===== config.mk =====
export PLATFORM = sky130hd
export DESIGN_NAME = bbpd_early_late
export DESIGN_NICKNAME = d
export VERILOG_FILES = /design/src/rtl/bbpd_pkg.sv /design/src/rtl/bbpd_prev_bit.sv /design/src/rtl/bbpd_vote.sv /design/src/rtl/bbpd_out_reg.sv /design/src/rtl/bbpd_early_late.sv
export SDC_FILE = /design/constraint.sdc
export NUM_CORES = 1
export LEC_CHECK = 0
export BUFFER_PORTS_ARGS = -buffer_cell sky130_fd_sc_hd__buf_4
export CORE_AREA = 2 2 39 41
export CTS_CLUSTER_SIZE = 14
export DETAILED_ROUTE_END_ITERATION = 8
export DIE_AREA = 0 0 41 43
export PLACE_DENSITY = 0.3
export SLEW_MARGIN = 20
export SYNTH_ARGS = -nofsm -noshare
export SYNTH_HDL_FRONTEND = slang
export SYNTH_SLANG_ARGS = --single-unit

===== constraint.sdc =====
create_clock -name clk -period 1.1 [get_ports clk]
set_input_delay 0.165 -clock clk [delete_from_list [all_inputs] [get_ports clk]]
set_output_delay 0.165 -clock clk [all_outputs]
set_load 0.02 [all_outputs]

===== src/rtl/bbpd_pkg.sv =====
package bbpd_pkg;
  localparam int DIR_W = 2;

  typedef enum logic [DIR_W-1:0] {
    DIR_HOLD  = 2'b00,
    DIR_EARLY = 2'b01,
    DIR_LATE  = 2'b11
  } dir_t;
endpackage


===== src/rtl/bbpd_prev_bit.sv =====
module bbpd_prev_bit (
  input  logic clk,
  input  logic rst,
  input  logic smp_en,
  input  logic data_smp,
  output logic prev_q
);
  always_ff @(posedge clk) begin
    if (rst) begin
      prev_q <= 1'b0;
    end else if (smp_en) begin
      prev_q <= data_smp;
    end
  end

  AST_PREV_FOLLOWS: assert property (@(posedge clk) disable iff (rst)
    smp_en |=> prev_q == $past(data_smp));
  AST_PREV_FROZEN: assert property (@(posedge clk) disable iff (rst)
    !smp_en |=> $stable(prev_q));
endmodule


===== src/rtl/bbpd_vote.sv =====
module bbpd_vote
  import bbpd_pkg::*;
(
  input  logic prev_bit,
  input  logic edge_bit,
  input  logic data_bit,
  output dir_t vote
);
  logic has_trans;

  always_comb begin
    has_trans = prev_bit ^ data_bit;
    if (!has_trans) begin
      vote = DIR_HOLD;
    end else if (edge_bit == prev_bit) begin
      vote = DIR_EARLY;
    end else begin
      vote = DIR_LATE;
    end
  end
endmodule


===== src/rtl/bbpd_out_reg.sv =====
module bbpd_out_reg
  import bbpd_pkg::*;
(
  input  logic             clk,
  input  logic             rst,
  input  logic             smp_en,
  input  dir_t             vote,
  output logic [DIR_W-1:0] dir_q,
  output logic             vld_q
);
  always_ff @(posedge clk) begin
    if (rst) begin
      dir_q <= DIR_HOLD;
      vld_q <= 1'b0;
    end else begin
      dir_q <= smp_en ? vote : DIR_HOLD;
      vld_q <= smp_en;
    end
  end

  AST_IDLE_HOLD: assert property (@(posedge clk) disable iff (rst)
    !smp_en |=> (dir_q == 2'b00) && !vld_q);
  AST_VALID_NEXT: assert property (@(posedge clk) disable iff (rst)
    smp_en |=> vld_q);
  AST_NO_CODE_TWO: assert property (@(posedge clk) disable iff (rst)
    dir_q != 2'b10);
endmodule


===== src/rtl/bbpd_early_late.sv =====
module bbpd_early_late
  import bbpd_pkg::*;
(
  input  logic       clk,
  input  logic       rst,
  input  logic       smp_en,
  input  logic       edge_smp,
  input  logic       data_smp,
  output logic [1:0] dir,
  output logic       dir_vld
);
  logic prev_q;
  dir_t vote;

  bbpd_prev_bit u_prev (
    .clk      (clk),
    .rst      (rst),
    .smp_en   (smp_en),
    .data_smp (data_smp),
    .prev_q   (prev_q)
  );

  bbpd_vote u_vote (
    .prev_bit (prev_q),
    .edge_bit (edge_smp),
    .data_bit (data_smp),
    .vote     (vote)
  );

  bbpd_out_reg u_out (
    .clk    (clk),
    .rst    (rst),
    .smp_en (smp_en),
    .vote   (vote),
    .dir_q  (dir),
    .vld_q  (dir_vld)
  );

  AST_HOLD_NO_TRANS: assert property (@(posedge clk) disable iff (rst)
    (smp_en && (data_smp == prev_q)) |=> (dir == 2'b00) && dir_vld);
  AST_EARLY_DIR: assert property (@(posedge clk) disable iff (rst)
    (smp_en && (data_smp != prev_q) && (edge_smp == prev_q)) |=> dir == 2'b01);
  AST_LATE_DIR: assert property (@(posedge clk) disable iff (rst)
    (smp_en && (data_smp != prev_q) && (edge_smp != prev_q)) |=> dir == 2'b11);
endmodule


-- Word-level counts from Yosys, hierarchy flattened
Index checks and enable logic that the tools add are counted.
- bits in registers: 4
- input port bits: 5
- output and inout bits: 3
- word-level logic and storage cells: 9
- eq/ne operators: 1
- multiplexer cells: 1
- bitwise gates (word level): 3
- reduce and logical (&&, ||, !) cells: 1
- operator list (operator ; count):
    3-bit OR reduction ; 1
    2-bit two-way mux ; 1
    1-bit NOT ; 2
    1-bit == test ; 1
    1-bit XOR ; 1

-- Longest topological paths before layout
Gate-level depths: netlist of the first run.
- word-level depth: 3
- mapped depth: 2
- gate-level depth less buffers: 2

-- Modules after synthesis
From an unflattened synthesis of the first run, not the netlist that was laid out.
- cells, all modules: 14
- area, all modules: 161.4 sq um
- modules (own cells, without submodules) (module ; instances ; cells each ; area an instance (sq um) ; sequential area each (sq um)):
    bbpd_out_reg ; 1 ; 6 ; 88.8 ; 60.1
    bbpd_vote ; 1 ; 5 ; 38.8 ; 0.0
    bbpd_prev_bit ; 1 ; 3 ; 33.8 ; 20.0

-- Worst setup path after synthesis of the first run
OpenSTA, ideal clock, no wires.
- path kind: reg2reg
- start: register u_prev.prev_q
- end: register u_out.dir_q[1]
- library setup time: 0.066 ns
- arrival: 0.800 ns
- data required time: 1.034 ns
- slack: 0.234 ns
- stages on the path, launching flop included: 3
- clock period less this slack: 0.866 ns
- path through: dfxtp_1 > or3b_1 > a21oi_2
- longest elaborated chain between the ends: 3
- ends and longest elaborated chain (element ; line ; RTL):
    start, declared ; bbpd_prev_bit.sv:6 ; output logic prev_q
    start signal, assigned ; bbpd_prev_bit.sv:12 ; prev_q <= data_smp;
    1-bit XOR ; bbpd_vote.sv:12 ; has_trans = prev_bit ^ data_bit;
    1-bit NOT (no source line) ; -- ;
    3-bit OR reduction (no source line) ; -- ;
    end signal, assigned ; bbpd_out_reg.sv:16 ; dir_q <= smp_en ? vote : DIR_HOLD;
    end, declared ; bbpd_out_reg.sv:8 ; output logic [DIR_W-1:0] dir_q,
Parallel ways exist; a longest one is shown, timed or not.
A chain may end at the register's enable or synchronous reset.

-- Final worst setup path of the first run
Ends and elaborated chain as after synthesis.

==> impl_metrics.py, run 1 <==
metrics = {
    "global_route": {
        "grt_usage": 0.0522,
        "grt_max_degree": 5,
        "grt_pass1_wl_um": 483,
        "antenna_found_initial": 0,
        "grt_overflow": 0,
        "grt_pass1_vias": 108,
    },
    "cts": {
        "cts-root-buf": "clkbuf_4",
        "cts_sinks": 4,
        "cts_max_path_buffers": 2,
        "clk_latency_ns": 0.23,
        "ctsHoldBuffers": 0,
        "clkTransAtPathRegs_ns": 0.04,
        "post_cts_buffers": 0,
        "h-tree-depth": 1,
        "cts_tree": "done",
        "cts_resized": 0,
        "cts_made_buffers": 3,
    },
    "setup_path": {
        "cp_slowest_stage_delay_ns": 0.37,
        "cp_data_required_time_ns": 1.26,
        "path_cells": "or3b_1, a21oi_2",
        "cp_slowest_cell": "or3b_1",
        "worst_setup_path_end_kind": "flip-flop",
        "path_max_fanout": 4,
        "crit_family": "simple AND/OR/NAND/NOR gates",
        "reg2reg_slack_ns": 0.19,
        "critPathKind": "flip-flop to flip-flop",
        "worstSetupStartpointType": "flip-flop",
        "arrival_ns": 1.08,
        "cp_num_buf_inv": 0,
    },
    "placed_design": {
        "dp_cells": 36,
        "gp_congestion": 0.568,
        "preCtsSetupSlack_ns": 0.199,
        "io_buffers": 7,
    },
    "power": {
        "total_power_w": 0.000381,
        "power_leakage_nw": 0.107,
        "power.density_nw_per_um2": 1610,
        "ir_worst_vdd_mv": 0.517,
    },
    "layout": {
        "fin_cells": 39,
        "drive_gt1_frac": 0.478,
        "final_cell_mix": "7 x buf_4, 4 x dfxtp_1, 3 x clkbuf_4",
        "diodes": 0,
        "final_nets": 30,
        "syn_to_final_growth_pct": 67.3,
        "layout_commonest_cell": "buf_4",
    },
    "sta": {
        "finalClockSkew_ns": 0.00783,
        "rsz0062_at_grt": "no",
        "min_period_ns": 0.914,
        "tns_ns": 0,
        "slew_headroom": 0.917,
        "layout_worst_path_cycle_share": 0.831,
        "worst_slew_pin_slew_ns": 0.122,
        "worst_slack_ns": 0.186,
        "fmax_mhz": 1090,
        "finalHoldViolations": 0,
        "slew_viol_final": 0,
        "setup_viol": 0,
    },
    "floorplan": {
        "die-width_um": 41,
        "core_sq_um": 1380,
        "die_y_um": 43,
        "die_area_sq_um": 1760,
        "initial_core_util": 0.102,
        "top_level_ports": 8,
        "row_count": 14,
    },
    "synthesis": {
        "ys_seq_elements": 4,
        "yosys_warnings": 0,
        "syn_nets": 18,
        "synth.avg_cell_area_sq_um": 10.9,
        "netlist_area_sq_um": 141,
        "yosysUniqueCellTypes": 9,
        "syn-instance-count": 13,
        "seq_area_frac_synth": 0.566,
    },
    "worst_hold_path": {
        "hold_path.class": "primary input to flip-flop",
    },
    "route": {
        "drtIter0Drc": 5,
        "wl_per_cell_um": 6.67,
        "drc": 0,
        "first_pass_iters": 2,
        "dr_total_vias": 124,
        "viasPerCell": 3.18,
        "wl_um": 260,
        "ant_nets": 0,
    },
    "run_status": {
        "status": "finished, final reports clean",
    },
    "flow_run": {
        "cap_violations": 0,
    },
}
## metal layers
layer / wire length, um / track usage / vias to the layer above / part of all wire
met4: 0 / 0.0600 / 0 / 0
met5: 0 / 0 / - / 0
met1: 128 / 0.0514 / 52 / 0.49
met3: 47 / 0.0785 / 0 / 0.18
li1: - / - / 64 / -
met2: 84 / 0.0375 / 8 / 0.32
## worst paths after layout
check,from,endpoint,cells past startpoint
max,u_prev.prev_q$_SDFFE_PP0P_,u_out.dir_q[1]$_SDFF_PP0_,2
min reg2reg,u_prev.prev_q$_SDFFE_PP0P_,u_prev.prev_q$_SDFFE_PP0P_,2
min,rst,u_prev.prev_q$_SDFFE_PP0P_,2
max reg2reg,u_prev.prev_q$_SDFFE_PP0P_,u_out.dir_q[1]$_SDFF_PP0_,2
## synthesized netlist by cell type (all sizes together)
master / number / area share
nand3b: 1 / 0.053
nor2: 2 / 0.053
mux2i: 1 / 0.071
a21oi: 1 / 0.062
inv: 1 / 0.027
dfxtp: 4 / 0.57
xnor2: 1 / 0.062
nand2b: 1 / 0.044
or3b: 1 / 0.062
## final cells by class
type	instances	area, sq um
Multi-Input combinational cell	8	57.6
Tap cell	16	20.0
Inverter	1	3.75
Clock buffer	3	22.5
Sequential cell	4	80.1
Fill cell	151	1150
Timing Repair Buffer	7	52.6
## where the power goes
part | leakage (nW) | internal [W] | total, W | switching, W
clock | 0.0138 | 0.000122 | 0.000181 | 0.0000595
sequential | 0.0329 | 0.000153 | 0.000156 | 0.00000315
combinational | 0.0606 | 0.0000239 | 0.0000432 | 0.0000193
total | 0.107 | 0.000299 | 0.000381 | 0.0000819
## sequential cells by signal, indices dropped and copies added (netlist names)
| name | count |
|---|---|
| u_prev.prev_q | 1 |
| u_out.dir_q | 2 |
| u_out.vld_q | 1 |
## stage by stage
step,cell area [sq um],utilization,hold slack [ns]
5_1_grt,236,0.171,0.0734
2_1_floorplan,141,-,0.237
4_1_cts,236,0.171,0.0820
6_report,236,0.171,0.0928
3_3_place_gp,214,0.155,0.332
3_5_place_dp,214,0.155,0.339
## kinds of logic after synthesis
logic type                after synthesis  synth area share
and+or+nand+nor                         5             0.212
DFF                                     4             0.566
AOI/OAI and AO/OA                       1            0.0620
xor gates and xnor gates                1            0.0620
muxes                                   1            0.0708
buffers and inverters                   1            0.0265
No activity file was read; power rests on OpenSTA's default activity.
==> inputs of run 2 (changes only) <==
==> constraint.sdc (replaced) <==
create_clock -name clk -period 0.9 [get_ports clk]
set_input_delay 0.135 -clock clk [delete_from_list [all_inputs] [get_ports clk]]
set_output_delay 0.135 -clock clk [all_outputs]
set_load 0.02 [all_outputs]
==> run 2 against run 1 <==
Core utilization up 0.54 points. Register-to-register slack worse by 0.14 ns. Count of clock-buffer cells in the layout unchanged. Fmax up 7.5%. Cell area up 3.2%. Sequential share of layout area down 1.0 points. Critical endpoint unchanged. Worst hold slack worse by 0.030 ns. Cell count up 2.6%. Critical path depth unchanged. Sequential power up 21%. Clock skew down 0.0034 ns.
==> impl_metrics.py, run 2 (synthesis results as in run 1) <==
metrics = {
    "run_status": {
        "status": "finished, final reports clean",
    },
    "sta": {
        "fmax_mhz": 1180,
        "min_period_ns": 0.851,
        "worst_slew_pin_slew_ns": 0.125,
        "slew_viol_final": 0,
        "tns_ns": 0,
        "finalHoldViolations": 0,
        "finalClockSkew_ns": 0.00444,
        "rsz0062_at_grt": "no",
        "whs_ns": 0.0625,
        "layout_worst_path_cycle_share": 0.946,
        "slew_headroom": 0.914,
        "setup_viol": 0,
    },
    "floorplan": {
        "core_sq_um": 1380,
        "die_y_um": 43,
        "top_level_ports": 8,
        "initial_core_util": 0.102,
        "die_area_sq_um": 1760,
        "row_count": 14,
        "die-width_um": 41,
    },
    "layout": {
        "post-route-util": 0.176,
        "final_nets": 31,
        "largest_reg_flops": 2,
        "syn_to_final_growth_pct": 72.6,
        "reg.largest.list": "u_out.dir_q (2), u_out.vld_q (1), u_prev.prev_q (1)",
        "diodes": 0,
        "final_cell_mix": "8 x buf_4, 4 x dfxtp_1, 3 x clkbuf_4",
        "largest-register": "u_out.dir_q",
        "drive_gt1_frac": 0.500,
        "stdcell_area_sq_um": 244,
        "layout_commonest_cell": "buf_4",
        "fillCellCount": 161,
    },
    "setup_path": {
        "path_max_fanout": 2,
        "cp_slowest_cell": "or3b_1",
        "critPathKind": "flip-flop to flip-flop",
        "cp_slowest_stage_delay_ns": 0.36,
        "worstSetupStartpointType": "flip-flop",
        "worst_setup_path_end_kind": "flip-flop",
        "path_cells": "or3b_1, a21oi_2",
        "arrival_ns": 1.02,
        "cp_data_required_time_ns": 1.07,
    },
    "placed_design": {
        "placed_cell_area_sq_um": 221,
        "io_buffers": 7,
        "gp_congestion": 0.662,
    },
    "power": {
        "p_int_w": 0.000369,
        "swShare": 0.221,
        "p_switching_w": 0.000105,
        "ir_worst_vdd_mv": 0.446,
        "comb_power_share": 0.123,
        "power.density_nw_per_um2": 1940,
        "power_leakage_nw": 0.113,
        "pwr-share-seq": 0.400,
        "pwr-share-clk": 0.477,
    },
    "global_route": {
        "antenna_found_initial": 0,
        "grt_max_degree": 5,
        "grt_usage": 0.0532,
        "grt_pass1_wl_um": 538,
        "grt_pass1_vias": 148,
        "grt_overflow": 0,
    },
    "route": {
        "wl_per_cell_um": 7.15,
        "wl_met3_um": 41,
        "viasPerCell": 3.23,
        "highest_layer": "met4",
        "drc": 0,
        "wl_met2_um": 104,
        "first_pass_iters": 1,
        "ant_nets": 0,
        "m1WireLength_um": 135,
        "dr_total_vias": 129,
        "wl_um": 286,
        "drtIter0Drc": 0,
    },
    "cts": {
        "cts_tree": "done",
        "cts_made_buffers": 3,
        "cts_sinks": 4,
        "ctsHoldBuffers": 0,
        "cts_max_path_buffers": 2,
        "h-tree-depth": 1,
        "post_cts_buffers": 0,
        "clkTransAtPathRegs_ns": 0.04,
        "clk_latency_ns": 0.24,
        "cts_resized": 0,
        "cts-root-buf": "clkbuf_4",
    },
    "flow_run": {
        "cap_violations": 0,
    },
    "worst_hold_path": {
        "hold_path.class": "primary input to flip-flop",
    },
}
## run 2: changes by cell type in the layout (fill, tap and decap cells not counted), sizes merged
cell,before,now
buf,7,8
## run 2: path summary, 6_finish.rpt
check / start / end / slack [ns] / cells past startpoint
max: u_prev.prev_q$_SDFFE_PP0P_ / u_out.dir_q[1]$_SDFF_PP0_ / 0.05 / 2
min: rst / u_prev.prev_q$_SDFFE_PP0P_ / 0.06 / 2
max reg2reg: u_prev.prev_q$_SDFFE_PP0P_ / u_out.dir_q[1]$_SDFF_PP0_ / 0.05 / 2
min reg2reg: u_prev.prev_q$_SDFFE_PP0P_ / u_out.dir_q[1]$_SDFF_PP0_ / 0.56 / 2
## run 2: stage by stage
stage	worst slack, ns	power [W]	instances
finish	0.0490	0.000474	40
global route	0.0184	0.000505	40
CTS	0.0386	0.000492	40
detailed placement	0.0559	0.000252	37
global placement	0.0582	0.000250	37
floorplan	0.0339	0.000218	13
## run 2: area by class of cell
type / instances / area [sq um] / area share
clock buffers: 3 / 22.5 / 0.0923
repair buffers: 8 / 60.1 / 0.246
flip-flops and latches: 4 / 80.1 / 0.328
well taps: 16 / 20.0 / 0.0821
multi-input cells: 8 / 57.6 / 0.236
inverters: 1 / 3.75 / 0.0154
## run 2: routing by layer
layer,global-route usage,vias up
met3,0.0471,2
li1,-,65
met2,0.0563,8
met1,0.0545,54
met4,0.0600,0
met5,0,-
## run 2: power by group through the flow
stage	clock network [W]	registers, W	logic (W)
after floorplan	0	0.000201	0.0000169
after global placement	0	0.000192	0.0000580
after detailed placement	0	0.000193	0.0000589
after CTS	0.000243	0.000190	0.0000589
after global routing	0.000249	0.000190	0.0000654
final	0.000226	0.000189	0.0000583
## run 2: critical path, delay by kind of cell (launching register included)
family / cells / cell delay, ns
DFF: 1 / 0.31
AOI/OAI and AO/OA: 1 / 0.12
and+or+nand+nor: 1 / 0.36
==> inputs of run 3 (changes only) <==
--- a/config.mk
+++ b/config.mk
@@ -10,6 +10,7 @@
 export CTS_CLUSTER_SIZE = 14
 export DETAILED_ROUTE_END_ITERATION = 8
 export DIE_AREA = 0 0 41 43
+export HOLD_SLACK_MARGIN = 0.12
 export PLACE_DENSITY = 0.3
 export SLEW_MARGIN = 20
 export SYNTH_ARGS = -nofsm -noshare
==> run 3 against run 2 <==
Cell area rose by 4.1%. Die area did not move. Setup slack is essentially flat. Count of clock-buffer cells in the layout is the same. Sequential cell count did not move. Clock skew barely moved. Cell count is 2.5% higher. Critical path depth is the same. Critical path type unchanged. Critical endpoint unchanged. Largest power group unchanged.
==> impl_metrics.py, run 3 (synthesis results as in run 1) <==
metrics = {
    "route": {
        "m1WireLength_um": 136,
        "first_pass_iters": 1,
        "ant_nets": 0,
        "viasPerCell": 3.22,
        "wl_um": 292,
        "dr_total_vias": 132,
        "wl_met3_um": 41,
        "drc": 0,
        "drtIter0Drc": 0,
        "highest_layer": "met4",
        "wl_met2_um": 108,
        "wl_per_cell_um": 7.12,
    },
    "cts": {
        "cts_sinks": 4,
        "cts_made_buffers": 3,
        "cts_resized": 0,
        "clk_latency_ns": 0.24,
        "cts-root-buf": "clkbuf_4",
        "cts_max_path_buffers": 2,
        "clkTransAtPathRegs_ns": 0.04,
        "h-tree-depth": 1,
        "cts_tree": "done",
    },
    "layout": {
        "diodes": 0,
        "largest-register": "u_out.dir_q",
        "reg.largest.list": "u_out.dir_q (2), u_out.vld_q (1), u_prev.prev_q (1)",
        "layout_commonest_cell": "buf_4",
        "syn_to_final_growth_pct": 79.6,
        "final_cell_mix": "8 x buf_4, 4 x dfxtp_1, 3 x clkbuf_4",
        "drive_gt1_frac": 0.480,
        "largest_reg_flops": 2,
        "fin_cells": 41,
        "final_nets": 32,
    },
    "global_route": {
        "grt_usage": 0.0552,
        "grt_max_degree": 5,
        "antenna_found_initial": 0,
        "grt_overflow": 0,
        "grt_pass1_wl_um": 552,
        "grt_pass1_vias": 150,
    },
    "floorplan": {
        "core_sq_um": 1380,
        "die_y_um": 43,
        "die_area_sq_um": 1760,
        "top_level_ports": 8,
        "row_count": 14,
        "initial_core_util": 0.102,
        "die-width_um": 41,
    },
    "worst_hold_path": {
        "hold_path.class": "primary input to flip-flop",
        "hold_path.startpoint": "smp_en",
    },
    "sta": {
        "slew_viol_final": 0,
        "slew_headroom": 0.915,
        "setup_viol": 0,
        "finalHoldViolations": 0,
        "worst_slew_pin_slew_ns": 0.123,
        "tns_ns": 0,
        "finalClockSkew_ns": 0.00428,
        "min_period_ns": 0.851,
        "fmax_mhz": 1180,
        "rsz0062_at_grt": "no",
        "layout_worst_path_cycle_share": 0.945,
    },
    "power": {
        "total_power_w": 0.000477,
        "ir_worst_vdd_mv": 0.446,
        "swShare": 0.220,
        "power_leakage_nw": 0.117,
        "comb_power_share": 0.129,
        "p_switching_w": 0.000105,
        "p_int_w": 0.000372,
        "power.density_nw_per_um2": 1880,
        "pwr-share-clk": 0.473,
        "pwr-share-seq": 0.398,
    },
    "placed_design": {
        "gp_congestion": 0.662,
        "dp_cells": 37,
        "io_buffers": 7,
    },
    "setup_path": {
        "path_max_fanout": 2,
        "arrival_ns": 1.02,
        "startpoint": "u_prev.prev_q$_SDFFE_PP0P_",
        "worstSetupStartpointType": "flip-flop",
        "worst_setup_path_end_kind": "flip-flop",
        "cp_data_required_time_ns": 1.07,
        "r2r-start": "u_prev.prev_q$_SDFFE_PP0P_",
        "critPathKind": "flip-flop to flip-flop",
    },
    "flow_run": {
        "cap_violations": 0,
    },
    "run_status": {
        "status": "finished, final reports clean",
    },
}
## run 3: cell count changes in the layout (fill, tap and decap cells not counted)
cell | previous run | this run
dlygate4sd3_1 | 0 | 1
## run 3: worst max-delay path, stage by stage (launching register included)
cell	delay [ns]
dfxtp_1	0.31
or3b_1	0.36
a21oi_2	0.12
## run 3: final timing paths
kind                                                   end  slack (ns)  cells after the start
worst max-delay path             u_out.dir_q[1]$_SDFF_PP0_        0.05                      2
worst max register to register   u_out.dir_q[1]$_SDFF_PP0_        0.05                      2
worst min-delay path            u_prev.prev_q$_SDFFE_PP0P_        0.16                      3
worst min register to register   u_out.dir_q[1]$_SDFF_PP0_        0.56                      2
## run 3: power by group through the flow
stage,logic [W],clock network [W],registers (W)
floorplan,0.0000169,0,0.000201
global placement,0.0000580,0,0.000192
detailed placement,0.0000589,0,0.000193
CTS,0.0000621,0.000243,0.000190
global route,0.0000692,0.000249,0.000190
finish,0.0000615,0.000226,0.000189
## run 3: routing by layer
metal / vias up / global-route usage
met5: - / 0
met4: 0 / 0.0600
met3: 2 / 0.0471
met2: 8 / 0.0625
met1: 55 / 0.0545
li1: 67 / -
## run 3: final cells by class
type                       instances  area [sq um]
fill                             160          1130
tap                               16          20.0
timing repair buffer               9          70.1
multi-input combinational          8          57.6
clock buffer                       3          22.5
inverter                           1          3.75
sequential                         4          80.1
## run 3: stage by stage
step | hold WS (ns) | utilization | setup WS (ns) | area, sq um
floorplan | 0.207 | - | 0.0339 | 141
global placement | 0.305 | 0.160 | 0.0582 | 221
detailed placement | 0.309 | 0.160 | 0.0559 | 221
CTS | 0.155 | 0.184 | 0.0386 | 254
global route | 0.181 | 0.184 | 0.0184 | 254
finish | 0.164 | 0.184 | 0.0493 | 254
## run 3: what timing repair did
item	4_1_cts	5_1_grt
hold endpoints to repair	1	0
endpoints found under the setup margin	0	0
setup buffers	0	0
hold buffers	1	0
